**src/rtl/ecsm_pkg.sv**
```systemverilog
// Package: shared mode codes and operation kinds for the scalar
// multiplication sequencer. Assumes a 4-bit host mode bus.
package ecsm_pkg;
    localparam logic [3:0] M_IDLE  = 4'd0;
    localparam logic [3:0] M_LD_D  = 4'd1;
    localparam logic [3:0] M_LD_PX = 4'd2;
    localparam logic [3:0] M_LD_PY = 4'd3;
    localparam logic [3:0] M_LD_PZ = 4'd4;
    localparam logic [3:0] M_LD_K  = 4'd5;
    localparam logic [3:0] M_RUN   = 4'd8;
    localparam logic [3:0] M_RD_QX = 4'd9;
    localparam logic [3:0] M_RD_QY = 4'd10;
    localparam logic [3:0] M_RD_QZ = 4'd11;

    typedef enum logic {
        OPK_DBL = 1'b0,
        OPK_ADD = 1'b1
    } op_kind_e;
endpackage

```
**src/rtl/ecsm_host_port.sv**
```systemverilog
// Host port: holds d, P and the scalar, loads them word by word from the
// 32-bit bus, and serialises the accumulator Q onto the read bus.
// Assumes the word index restarts whenever the mode code changes; loads
// are blocked while the scan is busy.
module ecsm_host_port
    import ecsm_pkg::*;
#(
    parameter int FW  = 163,
    parameter int KW  = 163,
    parameter int BUS = 32
) (
    input  logic          clk,
    input  logic          rst_n,
    input  logic          en,
    input  logic [3:0]    mode,
    input  logic [BUS-1:0] din,
    input  logic          busy,
    input  logic [FW-1:0] qx,
    input  logic [FW-1:0] qy,
    input  logic [FW-1:0] qz,
    output logic [FW-1:0] d,
    output logic [FW-1:0] px,
    output logic [FW-1:0] py,
    output logic [FW-1:0] pz,
    output logic [KW-1:0] k,
    output logic [BUS-1:0] dout,
    output logic          run_req
);
    localparam int FWORDS = (FW + BUS - 1) / BUS;
    localparam int KWORDS = (KW + BUS - 1) / BUS;
    localparam int MAXW   = (FWORDS > KWORDS) ? FWORDS : KWORDS;
    localparam int PTRW   = (MAXW > 1) ? $clog2(MAXW) : 1;

    logic [3:0]      prev_mode;
    logic [PTRW-1:0] ptr;
    int              wsel;
    int              limit;

    function automatic logic [FW-1:0] put_f(input logic [FW-1:0] old,
                                            input logic [BUS-1:0] w, input int idx);
        logic [FWORDS*BUS-1:0] t;
        t = '0;
        t[FW-1:0] = old;
        t[idx*BUS +: BUS] = w;
        return t[FW-1:0];
    endfunction

    function automatic logic [KW-1:0] put_k(input logic [KW-1:0] old,
                                            input logic [BUS-1:0] w, input int idx);
        logic [KWORDS*BUS-1:0] t;
        t = '0;
        t[KW-1:0] = old;
        t[idx*BUS +: BUS] = w;
        return t[KW-1:0];
    endfunction

    function automatic logic [BUS-1:0] get_f(input logic [FW-1:0] v, input int idx);
        logic [FWORDS*BUS-1:0] t;
        t = '0;
        t[FW-1:0] = v;
        return t[idx*BUS +: BUS];
    endfunction

    // Current word index and the word count of the addressed register.
    always_comb begin
        wsel  = (mode == prev_mode) ? int'(ptr) : 0;
        limit = (mode == M_LD_K) ? KWORDS : FWORDS;
    end

    // A start request exists only on entry into the start code.
    assign run_req = en && (mode == M_RUN) && (prev_mode != M_RUN);

    // Word pointer and mode history.
    always_ff @(posedge clk) begin
        if (!rst_n) begin
            prev_mode <= M_IDLE;
            ptr       <= '0;
        end else if (en) begin
            prev_mode <= mode;
            if (wsel + 1 >= limit) ptr <= '0;
            else                   ptr <= PTRW'(wsel + 1);
        end
    end

    // Operand loading, blocked while a run is in progress.
    always_ff @(posedge clk) begin
        if (!rst_n) begin
            d  <= '0;
            px <= '0;
            py <= '0;
            pz <= '0;
            k  <= '0;
        end else if (en && !busy) begin
            case (mode)
                M_LD_D:  d  <= put_f(d,  din, wsel);
                M_LD_PX: px <= put_f(px, din, wsel);
                M_LD_PY: py <= put_f(py, din, wsel);
                M_LD_PZ: pz <= put_f(pz, din, wsel);
                M_LD_K:  k  <= put_k(k,  din, wsel);
                default: ;
            endcase
        end
    end

    // Registered readout of the accumulator, zero outside read codes.
    always_ff @(posedge clk) begin
        if (!rst_n) begin
            dout <= '0;
        end else if (en) begin
            case (mode)
                M_RD_QX: dout <= get_f(qx, wsel);
                M_RD_QY: dout <= get_f(qy, wsel);
                M_RD_QZ: dout <= get_f(qz, wsel);
                default: dout <= '0;
            endcase
        end
    end

    assert_wr_blocked_R7: assert property (@(posedge clk) disable iff (!rst_n)
        busy |=> ($stable(px) && $stable(py) && $stable(pz) && $stable(d) && $stable(k)));

    assert_hold_off_R6: assert property (@(posedge clk) disable iff (!rst_n)
        !en |=> ($stable(px) && $stable(k) && $stable(dout)));
endmodule

```
**src/rtl/ecsm_op_timer.sv**
```systemverilog
// Operation slot timer: counts a fixed number of enabled cycles per
// point operation and marks the first and last cycle of each slot.
// Assumes a new launch only arrives when idle or in a slot's last cycle.
module ecsm_op_timer #(
    parameter int CYC = 20
) (
    input  logic clk,
    input  logic rst_n,
    input  logic en,
    input  logic launch,
    output logic active,
    output logic first,
    output logic last
);
    localparam int CW = (CYC > 2) ? $clog2(CYC) : 1;

    logic [CW-1:0] cnt;

    assign first = active && (cnt == '0);
    assign last  = active && (cnt == CW'(CYC - 1));

    // Slot counter: restart on launch, stop after the last cycle.
    always_ff @(posedge clk) begin
        if (!rst_n) begin
            active <= 1'b0;
            cnt    <= '0;
        end else if (en) begin
            if (launch) begin
                active <= 1'b1;
                cnt    <= '0;
            end else if (active) begin
                if (last) active <= 1'b0;
                else      cnt    <= cnt + 1'b1;
            end
        end
    end

    assert_no_overlap_R5: assert property (@(posedge clk) disable iff (!rst_n)
        launch |-> (!active || last));

    assert_full_slot_R5: assert property (@(posedge clk) disable iff (!rst_n)
        $fell(active) |-> ($past(cnt) == CW'(CYC - 1)));
endmodule

```
**src/rtl/ecsm_scan_fsm.sv**
```systemverilog
// Scan controller: left-to-right double-and-add over the scalar, starting
// at its top set bit with Q = P. Owns the accumulator Q and captures the
// point unit's result at the end of each slot. Assumes the scalar and P
// stay constant while busy.
module ecsm_scan_fsm
    import ecsm_pkg::*;
#(
    parameter int FW = 163,
    parameter int KW = 163
) (
    input  logic          clk,
    input  logic          rst_n,
    input  logic          en,
    input  logic          run_req,
    input  logic [KW-1:0] k,
    input  logic [FW-1:0] px,
    input  logic [FW-1:0] py,
    input  logic [FW-1:0] pz,
    input  logic [FW-1:0] rx,
    input  logic [FW-1:0] ry,
    input  logic [FW-1:0] rz,
    input  logic          last,
    output logic          launch,
    output op_kind_e      kind,
    output logic          busy,
    output logic          fin,
    output logic [FW-1:0] qx,
    output logic [FW-1:0] qy,
    output logic [FW-1:0] qz
);
    localparam int KIDX = (KW > 1) ? $clog2(KW) : 1;

    logic [KIDX-1:0] top;
    logic            found;
    logic [KIDX-1:0] idx;
    logic            more;

    // Locate the highest set scalar bit.
    always_comb begin
        top   = '0;
        found = 1'b0;
        for (int i = 0; i < KW; i++) begin
            if (k[i]) begin
                top   = KIDX'(i);
                found = 1'b1;
            end
        end
    end

    // Another operation follows the current one.
    assign more = ((kind == OPK_DBL) && k[idx]) || (idx != '0);

    // Launch a slot on a non-trivial start or on a continuing slot end.
    assign launch = en && ((!busy && run_req && found && (top != '0)) ||
                           (busy && last && more));

    // Scan state and accumulator update.
    always_ff @(posedge clk) begin
        if (!rst_n) begin
            busy <= 1'b0;
            fin  <= 1'b0;
            idx  <= '0;
            kind <= OPK_DBL;
            qx   <= '0;
            qy   <= '0;
            qz   <= '0;
        end else if (en) begin
            if (!busy) begin
                if (run_req) begin
                    if (!found) begin
                        qx  <= '0;
                        qy  <= '0;
                        qz  <= '0;
                        fin <= 1'b1;
                    end else begin
                        qx <= px;
                        qy <= py;
                        qz <= pz;
                        if (top == '0) begin
                            fin <= 1'b1;
                        end else begin
                            fin  <= 1'b0;
                            busy <= 1'b1;
                            idx  <= top - 1'b1;
                            kind <= OPK_DBL;
                        end
                    end
                end
            end else if (last) begin
                qx <= rx;
                qy <= ry;
                qz <= rz;
                if ((kind == OPK_DBL) && k[idx]) begin
                    kind <= OPK_ADD;
                end else if (idx == '0) begin
                    busy <= 1'b0;
                    fin  <= 1'b1;
                end else begin
                    idx  <= idx - 1'b1;
                    kind <= OPK_DBL;
                end
            end
        end
    end

    assert_fin_idle_R8: assert property (@(posedge clk) disable iff (!rst_n)
        fin |-> !busy);

    assert_add_on_one_R3: assert property (@(posedge clk) disable iff (!rst_n)
        (busy && (kind == OPK_ADD)) |-> k[idx]);

    assert_q_steady_R5: assert property (@(posedge clk) disable iff (!rst_n)
        (busy && !last) |=> ($stable(qx) && $stable(qy) && $stable(qz)));

    assert_freeze_R6: assert property (@(posedge clk) disable iff (!rst_n)
        !en |=> ($stable(idx) && $stable(busy) && $stable(fin) && $stable(qx)));
endmodule

```
**src/rtl/ecsm_sequencer.sv**
```systemverilog
// Top level: scalar multiplication sequencer. Joins the host port, the
// scan controller and the slot timer, and drives the point-operation unit.
// Assumes the point unit delivers its result within OP_CYCLES clocks.
module ecsm_sequencer
    import ecsm_pkg::*;
#(
    parameter int FIELD_W   = 163,
    parameter int SCALAR_W  = 163,
    parameter int OP_CYCLES = 20
) (
    input  logic               clk,
    input  logic               rst_n,
    input  logic               en,
    input  logic [3:0]         mode,
    input  logic [31:0]        din,
    output logic [31:0]        dout,
    output logic               op_stat,
    output logic               fin,
    output logic               pu_start,
    output logic               pu_dbl,
    output logic               pu_add,
    output logic [FIELD_W-1:0] pu_d,
    output logic [FIELD_W-1:0] pu_px,
    output logic [FIELD_W-1:0] pu_py,
    output logic [FIELD_W-1:0] pu_pz,
    output logic [FIELD_W-1:0] pu_qx,
    output logic [FIELD_W-1:0] pu_qy,
    output logic [FIELD_W-1:0] pu_qz,
    input  logic [FIELD_W-1:0] pu_rx,
    input  logic [FIELD_W-1:0] pu_ry,
    input  logic [FIELD_W-1:0] pu_rz
);
    logic                busy;
    logic                run_req;
    logic                launch;
    logic                t_active;
    logic                t_first;
    logic                t_last;
    logic [SCALAR_W-1:0] scalar;
    op_kind_e            kind;

    ecsm_host_port #(.FW(FIELD_W), .KW(SCALAR_W), .BUS(32)) u_host (
        .clk(clk), .rst_n(rst_n), .en(en), .mode(mode), .din(din),
        .busy(busy), .qx(pu_qx), .qy(pu_qy), .qz(pu_qz),
        .d(pu_d), .px(pu_px), .py(pu_py), .pz(pu_pz), .k(scalar),
        .dout(dout), .run_req(run_req)
    );

    ecsm_scan_fsm #(.FW(FIELD_W), .KW(SCALAR_W)) u_scan (
        .clk(clk), .rst_n(rst_n), .en(en), .run_req(run_req), .k(scalar),
        .px(pu_px), .py(pu_py), .pz(pu_pz),
        .rx(pu_rx), .ry(pu_ry), .rz(pu_rz),
        .last(t_last), .launch(launch), .kind(kind), .busy(busy), .fin(fin),
        .qx(pu_qx), .qy(pu_qy), .qz(pu_qz)
    );

    ecsm_op_timer #(.CYC(OP_CYCLES)) u_timer (
        .clk(clk), .rst_n(rst_n), .en(en), .launch(launch),
        .active(t_active), .first(t_first), .last(t_last)
    );

    assign pu_start = t_first;
    assign pu_dbl   = t_active && (kind == OPK_DBL);
    assign pu_add   = t_active && (kind == OPK_ADD);
    assign op_stat  = t_last && en;

    assert_one_flag_R4: assert property (@(posedge clk) disable iff (!rst_n)
        pu_start |-> (pu_dbl ^ pu_add));

    assert_add_after_dbl_R3: assert property (@(posedge clk) disable iff (!rst_n)
        $rose(pu_add) |-> $past(pu_dbl));
endmodule

```
**config.mk**
```make
export PLATFORM = sky130hd
export DESIGN_NAME = ecsm_sequencer
export DESIGN_NICKNAME = d
export VERILOG_FILES = /design/src/rtl/ecsm_pkg.sv /design/src/rtl/ecsm_host_port.sv /design/src/rtl/ecsm_op_timer.sv /design/src/rtl/ecsm_scan_fsm.sv /design/src/rtl/ecsm_sequencer.sv
export SDC_FILE = /design/constraint.sdc
export NUM_CORES = 2
export LEC_CHECK = 0
export BUFFER_PORTS_ARGS = -buffer_cell sky130_fd_sc_hd__buf_2
export CORE_AREA = 3 3 660 662
export DETAILED_ROUTE_END_ITERATION = 8
export DIE_AREA = 0 0 663 665
export GPL_TIMING_DRIVEN = 0
export SYNTH_ARGS = -nofsm -noshare
export SYNTH_HDL_FRONTEND = slang
export SYNTH_SLANG_ARGS = --single-unit
```
**constraint.sdc**
```tcl
create_clock -name clk -period 5.3 [get_ports clk]
set_input_delay 1.06 -clock clk [delete_from_list [all_inputs] [get_ports clk]]
set_output_delay 1.06 -clock clk [all_outputs]
set_load 0.02 [all_outputs]
```
; ---- Word-level counts from Yosys, hierarchy flattened
; Cells that the tools add are included.
[word_totals]
register_bits = 1360
latch_bits = 0
ramBits = 0
romBits = 0
inputBits = 528
output_inout_bits = 1178
elab_cells = 466
memories = 0
[classes]
add_sub_neg = 5
mul = 0
n_div = 0
n_lt_le_gt_ge = 2
eq_ne = 19
shift = 5
n_mux = 381
bitwise_logic = 1
n_reduce_logical = 36
[op_table]
columns = op, count
row1 = $mux 163, 12
row2 = $bwmux 192, 5
row3 = $shiftx 192x32->32, 3
row4 = $mux 7, 64
row5 = $mux 8, 42
row6 = $mux 6, 32
row7 = $shift 32x33->192 const A, 1
row8 = $shiftx 32x33->192, 1
row9 = $mux 1, 189
row10 = $pmux 32 s3, 1
row11 = $mux 5, 19
row12 = $neg 32->33, 1
row13 = $add 32x2->32 const B, 1
row14 = $ge 32x4->1 const B, 1
row15 = $mux 4, 8
row16 = $mux 3, 6
row17 = $eq 4x4->1 const B, 4
row18 = $logic_not 8->1, 2
row19 = $reduce_bool 8->1, 2
row20 = $sub 8x1->8 const B, 2
row21 = $logic_and 1x1->1, 15
row22 = $ne 2x2->1 const B, 5
row23 = $reduce_and 2->1, 5
row24 = $lt 8x9->1 const B, 1
row25 = other kinds (20), 27

; ---- Depth between registers and ports, before layout
[logic_depth]
ltp_word = 169
depth_mapped = 15
depth_no_buf = 13

; ---- Modules after synthesis
; Synthesis repeated with hierarchy kept, for this count alone.
[unflattened]
hier_cells = 7171
hier_area_um2 = 58581.2
[modules_own_cells]
columns = mod, instances, cells_per_inst, area_per_inst_um2, seq_area_each_um2
row1 = ecsm_host_port, 1, 4312, 34292.9, 17096.4
row2 = ecsm_scan_fsm, 1, 2814, 23892.9, 10009.6
row3 = ecsm_op_timer, 1, 42, 372.9, 120.1
row4 = ecsm_sequencer, 1, 3, 22.5, 0.0

; ---- Worst setup path after synthesis
; OpenSTA, ideal clock, no wires.
[synth_path]
path_type = in2reg
startpoint = input mode[0]
endpoint = register u_host.d[32]
setup_time_ns = 0.128
arrival_ns = 3.822
required_ns = 5.172
setup_slack_ns = 1.351
stages = 14
n_path_buf = 5
path_cell_list = clkbuf_1 xor2_1 nor4_2 and2_1 clkbuf_1 inv_1 ha_1 clkbuf_1 and3_1 clkbuf_1 nand2_1 clkbuf_1 mux2i_1 nor2_1
[synth_between]
elab_chain_cells = 5
elab_cells_between_ends = 8
classes_between = 1 x add/sub / 2 x eq/ne / 2 x shift / 2 x mux / 1 x reduce/logical
[synth_lines]
columns = item, line
row1 = "start, declared", ecsm_sequencer.sv:14  ; input logic [3:0] mode,
row2 = $eq 4x4->1, ecsm_host_port.sv:66  ; wsel = (mode == prev_mode) ? int'(ptr) : 0;
row3 = $mux 3, ecsm_host_port.sv:66
row4 = $neg 32->33, ecsm_host_port.sv:44  ; t[idx*BUS +: BUS] = w;
row5 = $shiftx 32x33->192 or $shift 32x33->192 (tied branches), ecsm_host_port.sv:44
row6 = $bwmux 192, ecsm_host_port.sv:44
row7 = "end signal, assigned", ecsm_host_port.sv:95  ; M_LD_D: d <= put_f(d, din, wsel);
row8 = "end, declared", ecsm_host_port.sv:21  ; output logic [FW-1:0] d,
; Several ways; a longest one is shown, not always the timed one.
; A chain may end at the register's enable or synchronous reset.

; ---- Worst setup path after layout
[layout_path]
startpoint = register u_host.k[153]
endpoint = register u_scan.qy[2]
[layout_between]
elab_chain_cells = 13
[layout_lines]
columns = item, line
row1 = "start, declared", ecsm_host_port.sv:25  ; output logic [KW-1:0] k,
row2 = "start signal, assigned", ecsm_host_port.sv:99  ; M_LD_K: k <= put_k(k, din, wsel);
row3 = $mux 1 (10 in a row), ecsm_scan_fsm.sv:43  ; if (k[i]) begin
row4 = $mux 163, ecsm_scan_fsm.sv:70  ; if (!found) begin
row5 = $mux 163, ecsm_scan_fsm.sv:69  ; if (run_req) begin
row6 = $mux 163, ecsm_scan_fsm.sv:68  ; if (!busy) begin
row7 = "end signal, assigned", ecsm_scan_fsm.sv:77  ; qy <= py;
row8 = "end signal, assigned", ecsm_scan_fsm.sv:91  ; qy <= ry;
row9 = "end, declared", ecsm_scan_fsm.sv:28  ; output logic [FW-1:0] qy,
; Every way passes these cells. The select of a mux whose other input is x is not followed.

==> run summary <==
share of post-route cells with drive strength above 1: 0.2533
CTS tree: yes
routability cong.: 1.055
Hold Crit Class: in2reg
initial antenna violation count: 468
pre-CTS setup slack: -2324 ps
critical path type: reg2reg
H-tree levels: 4
Finished Cell Area: 82870 sq um
first-pass GRT wire length: 844500 um
Skew-Pair Late Insertion Delay: 950 ps
Area after DPL: 76060 sq um
WP data arrival: 6140 ps
Psw: 7.773 mW
Vias/cell: 4.905
total power: 25.88 mW
worst vdd ir: 0.2401 mV
WP depth: 9
CTS clock-pin slew for the worst setup and hold paths: 70 ps
PnR worst setup slack: -135.4 ps
DIE AREA: 440900 sq um
Top delay family on crit path: simple AND/OR/NAND/NOR gates
CTS root buf: clkbuf_16
EDFF count, synth: 0
Port Buffers: 1700
post-route ant nets: 0
Post-Syn Area: 58570 sq um
crit-path cells: nor4_1, nand4b_4, or4_4, nor4_4, a41oi_1, clkbuf_2, clkbuf_1, a221oi_1, nor3_1
dpl hpwl: 610200 um
Int Power: 18.11 mW
WP data required: 6010 ps
Pins Over Slew Limit: 36
Setup crit end kind: flop
crit path from: u_host.k[153]
vias in the first global route: 64570
top_reg_cell synth: dfxtp_1
reg-to-reg startpoint: u_host.k[153]
FFs w/ async S/R, synth: 0
DR DRC count: 0
Leak: 32.01 nW
crit-path max FO: 10
RR Endpoint: u_scan.qy[2]
max incr delay on CP: 1140 ps
Die Y: 665 um
worst reg-to-reg path cell count: 9
R2R Setup Slk: -140 ps
Final min period: 5435 ps
switching share of total power: 0.3003
Non-Filler Instances: 15550
most common cell after layout, fill and taps aside: buf_2
setup violators final: 9
clock skew: 133.3 ps
most frequent cells in the layout: buf_2, nand2_1, dfxtp_1, nor2_1, a21oi_1
crit path to: u_scan.qy[2]
worst rel slew slack: -0.05871
worst slew pin tran: 1585 ps
Ys Warns: 0
part of the power in registers: 0.403
Peak Freq: 0.1840 GHz
critical path's slowest cell: a221oi_1
post-synthesis sequential area ratio: 0.4648
Distinct cells, synth: 78
Area growth syn-to-layout: 41.48%
largest net degree at the start of global routing: 17
grt ovf: 0
CP bufs+invs: 2
final hold vios: 0
die span in x: 663 um
max cap viols: 6
status: finished, violations left
syn_nets: 7908
GRT Util Overall: 0.3049
Synth Instances: 7373
Vias: 76260
WL final: 708100 um
setup TNS: -487.5 ps
syn_area_per_cell: 7.944 sq um
PwrDens: 312.4 nW/um^2
Starting Density: 0.1361
flops & latches, synth: 1360
period utilization: 1.026
drt pass-1 iters: 7
CTS Buffer Depth: 4
TritonCTS buffer count: 166
Placed Instances: 14860
Core Area: 430300 sq um
combinational group share of total power: 0.113
clock sinks: 1360
# IOs: 1706
Final nets: 9858
site row count: 241
failing checks: capacitance limit, slew limit, setup timing
routed wire length per instance: 45.54 um
Clock power frac: 0.484
CP Launch Type: flop
number of DRC markers in iteration 0: 11900
[flip-flops by register name, indices dropped and copies added, names as in the netlist]
register,count
u_timer.cnt,5
u_scan.qy,163
u_scan.idx,8
u_host.pz,163
u_host.py,163
u_host.dout,32
u_host.k,163
u_host.px,163
u_scan.qz,163
u_host.prev_mode,4
u_scan.qx,163
u_timer.active,1
u_scan.busy,1
u_scan.kind,1
u_host.d,163
u_host.ptr,3
u_scan.fin,1
[how the worst min path moves through the flow]
stage | start | endpoint | slack (ps) | cells after the start
floorplan | u_host.k[0] | u_host.k[0] | 450 | 2
global placement | u_host.d[140] | u_host.d[140] | 440 | 2
detailed placement | u_host.d[156] | u_host.d[156] | 440 | 2
CTS | pu_rz[43] | u_scan.qz[43] | 380 | 3
global route | pu_rz[43] | u_scan.qz[43] | 430 | 3
finish | pu_rz[43] | u_scan.qz[43] | 420 | 3
[power by group through the flow]
stage,Clock (mW),Combinational [mW],Sequential (mW)
after global placement,0,2.70,10.7
after floorplan,0,0.936,10.7
after global routing,12.9,2.93,10.4
final,12.5,2.93,10.4
after detailed placement,0,2.83,10.7
after CTS,12.5,2.84,10.4
[Yosys cell counts, drive strengths merged, types with 7 or more instances]
library cell	count	area, sq um
o22ai	32	200.2
nand3	47	235.2
nor4	39	277.8
and3	10	62.56
o31ai	12	90.09
nand4	14	87.58
a21oi	882	4418
nand2	1538	5773
mux2i	205	2052
o2111ai	37	324.1
buf	93	491.7
mux4	32	720.7
clkbuf	607	2278
inv	42	157.7
a221oi	494	4840
a22oi	43	322.8
a21boi	7	52.55
ha	7	87.58
o211ai	96	720.7
dfxtp	1360	27230
o21ai	85	425.4
a31oi	9	56.30
and2	7	43.79
or4	19	150.1
a211oi	11	82.58
nor2	993	3727
nor2b	19	118.9
nor3	527	2638
[routing by layer]
metal / part of all wire / wire, um / track usage
met5: 0.0020 / 1438 / 0
met4: 0.088 / 62010 / 0.2222
met3: 0.15 / 104500 / 0.1774
met2: 0.41 / 292700 / 0.4466
met1: 0.35 / 247400 / 0.3248
[final cells by class]
cell class,instances,area (sq um)
tap,5710,7144
buffer,698,2915
antenna,391,978.4
fill,48600,347400
clock inverter,68,873.3
clock buffer,224,4768
timing repair buffer,1784,10260
sequential,1360,27230
inverter,43,161.4
multi-input combinational,5270,28540
[per-stage QoR]
stage	util	hold slack, ps
after global placement	0.1725	439.5
final	0.1926	419.8
after floorplan	-	449.0
after global routing	0.1907	427.0
after detailed placement	0.1768	441.3
after CTS	0.1903	380.7
[cell families (layout without fill, tap and decap cells)]
| logic type | after synthesis | count (layout) | share of synthesized area |
|---|---|---|---|
| simple gates | 3252 | 3252 | 0.2292 |
| mux | 239 | 239 | 0.04772 |
| fa+ha+maj | 7 | 7 | 0.001495 |
| buf+inv | 743 | 2817 | 0.05005 |
| xor+xnor | 9 | 9 | 0.001346 |
| compound gates | 1763 | 1763 | 0.2053 |
| other cells | 0 | 391 | 0 |
| flops | 1360 | 1360 | 0.4648 |
[worst min-delay path: stages]
cell,delay [ps]
buf_2,90
a221oi_2,50
nor3_1,110
[timing repair]
item,CTS,global route
resized for setup,33,4
buffers inserted,5,0
hold buffers,0,0
pin swaps,5,0
endpoints found under the setup margin,841,54
Power figures use the tool's default switching activity.
